$ cat config.mk
export PLATFORM = sky130hd
export DESIGN_NAME = upd_timer
export DESIGN_NICKNAME = d
export VERILOG_FILES = /design/src/rtl/upd_timer.sv
export SDC_FILE = /design/constraint.sdc
export NUM_CORES = 1
export LEC_CHECK = 0
export BUFFER_PORTS_ARGS = -buffer_cell sky130_fd_sc_hd__buf_2
export CAP_MARGIN = 20
export CORE_ASPECT_RATIO = 1.25
export CORE_UTILIZATION = 40
export DETAILED_ROUTE_END_ITERATION = 7
export PLACE_DENSITY = 0.61
export SYNTH_ARGS = -nofsm -noshare
export SYNTH_HDL_FRONTEND = slang
export SYNTH_SLANG_ARGS = --single-unit
$ cat constraint.sdc
create_clock -name clk -period 4.4 [get_ports clk]
set_input_delay 0.44 -clock clk [delete_from_list [all_inputs] [get_ports clk]]
set_output_delay 0.44 -clock clk [all_outputs]
set_load 0.02 [all_outputs]
$ cat src/rtl/upd_timer.sv
module upd_timer #(
  parameter int CNT_W  = 16,
  parameter int PSC_W  = 16,
  parameter int ADDR_W = 8
) (
  input  logic              clk,
  input  logic              rst_n,
  input  logic              wr_en,
  input  logic [ADDR_W-1:0] wr_addr,
  input  logic [31:0]       wr_data,
  input  logic [ADDR_W-1:0] rd_addr,
  output logic [31:0]       rd_data,
  output logic              irq
);
  localparam logic [ADDR_W-1:0] A_CTRL = ADDR_W'(8'h00);
  localparam logic [ADDR_W-1:0] A_IEN  = ADDR_W'(8'h04);
  localparam logic [ADDR_W-1:0] A_STAT = ADDR_W'(8'h08);
  localparam logic [ADDR_W-1:0] A_EVT  = ADDR_W'(8'h0C);
  localparam logic [ADDR_W-1:0] A_PSC  = ADDR_W'(8'h10);
  localparam logic [ADDR_W-1:0] A_ARR  = ADDR_W'(8'h14);
  localparam logic [ADDR_W-1:0] A_CNT  = ADDR_W'(8'h18);

  logic             run, single, buffered, ien, flag;
  logic [PSC_W-1:0] psc_pre, psc_act, pcnt;
  logic [CNT_W-1:0] arr_pre, arr_act, cnt;

  wire wr_ctrl = wr_en && (wr_addr == A_CTRL);
  wire wr_ien  = wr_en && (wr_addr == A_IEN);
  wire wr_stat = wr_en && (wr_addr == A_STAT);
  wire wr_evt  = wr_en && (wr_addr == A_EVT);
  wire wr_psc  = wr_en && (wr_addr == A_PSC);
  wire wr_arr  = wr_en && (wr_addr == A_ARR);

  wire sw_upd   = wr_evt && wr_data[0];
  wire tick     = run && (pcnt == psc_act);
  wire arr_zero = (arr_act == '0);
  wire hw_upd   = tick && !arr_zero && (cnt >= arr_act);
  wire upd      = sw_upd || hw_upd;

  logic unused_wdata;
  assign unused_wdata = ^wr_data;

  always_ff @(posedge clk or negedge rst_n) begin
    if (!rst_n) begin
      run <= 1'b0; single <= 1'b0; buffered <= 1'b0;
    end else if (wr_ctrl) begin
      run <= wr_data[0]; single <= wr_data[1]; buffered <= wr_data[2];
    end else if (hw_upd && single) begin
      run <= 1'b0;
    end
  end

  always_ff @(posedge clk or negedge rst_n) begin
    if (!rst_n) ien <= 1'b0;
    else if (wr_ien) ien <= wr_data[0];
  end

  always_ff @(posedge clk or negedge rst_n) begin
    if (!rst_n) flag <= 1'b0;
    else if (upd) flag <= 1'b1;
    else if (wr_stat && !wr_data[0]) flag <= 1'b0;
  end

  always_ff @(posedge clk or negedge rst_n) begin
    if (!rst_n) begin
      psc_pre <= '0; psc_act <= '0;
    end else begin
      if (wr_psc) psc_pre <= wr_data[PSC_W-1:0];
      if (upd) psc_act <= psc_pre;
    end
  end

  always_ff @(posedge clk or negedge rst_n) begin
    if (!rst_n) begin
      arr_pre <= '0; arr_act <= '0;
    end else begin
      if (wr_arr) arr_pre <= wr_data[CNT_W-1:0];
      if (wr_arr && !buffered) arr_act <= wr_data[CNT_W-1:0];
      else if (upd) arr_act <= arr_pre;
    end
  end

  always_ff @(posedge clk or negedge rst_n) begin
    if (!rst_n) begin
      pcnt <= '0; cnt <= '0;
    end else if (upd) begin
      pcnt <= '0; cnt <= '0;
    end else if (run) begin
      pcnt <= tick ? '0 : pcnt + 1'b1;
      if (tick) cnt <= arr_zero ? '0 : cnt + 1'b1;
    end
  end

  always_comb begin
    case (rd_addr)
      A_CTRL:  rd_data = {29'd0, buffered, single, run};
      A_IEN:   rd_data = {31'd0, ien};
      A_STAT:  rd_data = {31'd0, flag};
      A_PSC:   rd_data = 32'(psc_pre);
      A_ARR:   rd_data = 32'(arr_pre);
      A_CNT:   rd_data = 32'(cnt);
      default: rd_data = 32'd0;
    endcase
  end

  assign irq = flag & ien;

  p_update_sets_flag_r3: assert property (@(posedge clk) disable iff (!rst_n)
    upd |=> flag);
  p_single_stops_r5: assert property (@(posedge clk) disable iff (!rst_n)
    (hw_upd && single && !wr_ctrl) |=> !run);
  p_psc_shadow_r6: assert property (@(posedge clk) disable iff (!rst_n)
    !upd |=> $stable(psc_act));
  p_zero_reload_quiet_r9: assert property (@(posedge clk) disable iff (!rst_n)
    (arr_zero && !sw_upd) |=> !$rose(flag));
  p_idle_hold_r11: assert property (@(posedge clk) disable iff (!rst_n)
    (!run && !upd) |=> $stable(cnt));
endmodule

==> run metrics <==
die width=110 um; Syn-to-layout area delta=11.6%; hpwl dp=10500 um; Crit path max-delay family=compound AO/OA/AOI/OAI gates; maximum level of the CTS H-tree=3; # port buffers=51; WL/cell=17.6 um; Syn Inst Count=588; fin area=6460 um^2; setup_tns=0 ps; status=complete, no violations; crit path time final=3090 ps; Slew HR=0.277; final core occ=0.461; root buffer cell=clkbuf_16; CP Class=reg -> reg; Initial Utilization=0.414; Antenna Cells=0; largest net degree at the start of global routing=53; Post-synth top flop=dfrtp_1; TritonCTS clock tree=done; power per cell area=339 nW/um^2; # setup viols final=0; TritonCTS buffer count=9; ANT nets after route=0; Final Hold Vio Count=0; routed vias/inst=5.60; post-CTS setup buffers=0; hold_buf cts=0; CP endpoint kind=flop; I/O Pins=84; max-slew violation count=0; placed inst area=6170 um^2; routability cong.=0.831; drt drc=0; CTS clk-pin slew, worst paths=70 ps; Die ar.=15000 um^2; antenna violations before repair=0; EDFF count, synth=0; f_max=0.323 GHz; crit path DAT=3320 ps; share of cells above drive strength 1=0.221; maximum vdd drop=0.000196 V; WP buf/inv=1; vias in the first global route=4465; largest area contributor in the netlist=dfrtp_1; Routed WL=14300 um; Critical Path Start Type=flop; first drt pass iteration count=5; RSZ-0062 raised after global routing=false; leakage=3.18 nW; Worst Reg-to-Reg Cells=8; asr flop ratio synth=1.00; Filler cells=1349; Post-Syn Area per Cell=9.84 um^2; Max-Cap Viols=0; worst stage delay on the critical path=470 ps; CORE AREA=14000 um^2; Yosys cell types=54; row count=48; fin crit share=0.703; worst-margin pin slew=1080 ps; Synth Cell Area=5790 um^2; clock skew=8.99 ps; worst-path cell chain=ha_1 -> nor2b_1 -> o211a_1 -> o311ai_0 -> nand4b_1 -> a31oi_4 -> buf_4 -> mux2_2; Clock Latency Late Sink=350 ps; Vias=4551; critical path peak fanout=32; Total GRT Usage=0.208; CP max stage cell=dfrtp_1; Critical R2R Capture=psc_act[8]$_DFFE_PN0P_; Reg-to-Reg Start=cnt[1]$_DFFE_PN0P_; 1st-iter DRT viols=312; Worst R2R Setup Slack=1310 ps; top cell type's share of synthesized area=0.437; Nets=701; top post-synthesis cells by area=dfrtp_1 44%, mux2_2 11%, mux2i_1 6.1%; clock buffer depth=2; Seq cells post-synth=101; global-route wire length before repair=23500 um; die height=136 um; clk sinks=101; Gates resized, CTS repair=0; Synth Warn #=0; gr ovfl total=0; sequential fraction of the synthesis area=0.437; Crit path required time=4630 ps; Hold Path Class=in -> async
[power breakdown]
part / internal (mW) / switching, mW / leakage (nW)
sequential: 0.997 / 0.0956 / 1.35
clock: 0.391 / 0.368 / 0.133
combinational: 0.136 / 0.202 / 1.70
[through the flow]
stage / instances / hold WS [ps] / setup slack [ps] / total power [mW]
floorplan: 603 / 144 / 1790 / 1.32
global placement: 795 / 507 / 1200 / 1.43
detailed placement: 796 / 517 / 1320 / 1.45
CTS: 812 / 146 / 1290 / 2.21
global route: 812 / 177 / 1140 / 2.31
finish: 812 / 134 / 1310 / 2.19
[synth_stat cells (all sizes together) (2+ instances only)]
master,number
nand3,25
mux2,55
a21o,3
and2,4
o21ai,24
a22oi,7
a31oi,6
nand2b,3
a211oi,2
or2,2
xnor2,8
or3,6
a21oi,48
mux2i,35
nand2,33
o31ai,2
ha,18
nor2,66
nor4bb,2
nand3b,2
nor3,10
nand4,8
and3,9
dfrtp,101
clkbuf,15
buf,26
nor3b,5
o21a,3
xor2,8
nor4,11
nor2b,4
inv,23
[layout by cell type (no fill, tap or decap), types with 9 or more instances in the layout]
| cell | count |
|---|---|
| ha_1 | 18 |
| buf_2 | 50 |
| inv_1 | 23 |
| o21ai_0 | 24 |
| nand2_1 | 33 |
| mux2_2 | 55 |
| nor3_1 | 10 |
| nand3_1 | 25 |
| a21oi_1 | 48 |
| dfrtp_1 | 101 |
| mux2i_1 | 35 |
| nor2_1 | 65 |
| clkbuf_16 | 9 |
| conb_1 | 16 |
[layout make-up]
cell class	instances	area (um^2)	area share
sequential	101	2530	0.391
inverter	23	86.3	0.0134
timing repair buffer	59	325	0.0504
multi-input combinational	438	3010	0.467
tap	175	219	0.0339
clock inverter	7	58.8	0.00911
clock buffer	9	225	0.0349
[sequential cells by signal, summed over array words and instances, names as in the netlist, 16 cells and up]
register / count
cnt: 16
psc_pre: 16
pcnt: 16
psc_act: 16
arr_pre: 16
arr_act: 16
[cells by family after synthesis]
group | Yosys count | synth area share
other | 1 | 0.000648
AOI/OAI and AO/OA | 104 | 0.105
muxes | 90 | 0.168
and+or+nand+nor | 194 | 0.173
xor gates and xnor gates | 16 | 0.0242
buffers and inverters | 64 | 0.0536
adders and majority gates | 18 | 0.0389
DFF | 101 | 0.437
[metal layers]
layer	wire, um	track usage	vias to the layer above
met1	6150	0.266	2274
met2	7410	0.357	101
li1	-	-	2158
met3	413	0.0230	18
met4	319	0.0800	0
met5	0	0	-
[worst max-delay path by stage]
stage | slack, ps | depth (start not counted) | from | to
2_1_floorplan | 1790 | 8 | cnt[1]$_DFFE_PN0P_ | psc_act[11]$_DFFE_PN0P_
3_3_place_gp | 1200 | 8 | wr_addr[1] | arr_act[2]$_DFFE_PN0P_
3_5_place_dp | 1320 | 8 | cnt[1]$_DFFE_PN0P_ | psc_act[8]$_DFFE_PN0P_
4_1_cts | 1290 | 8 | cnt[1]$_DFFE_PN0P_ | psc_act[8]$_DFFE_PN0P_
5_1_grt | 1140 | 9 | cnt[1]$_DFFE_PN0P_ | arr_act[3]$_DFFE_PN0P_
6_report | 1310 | 8 | cnt[1]$_DFFE_PN0P_ | psc_act[8]$_DFFE_PN0P_
Power figures use the tool's default switching activity.
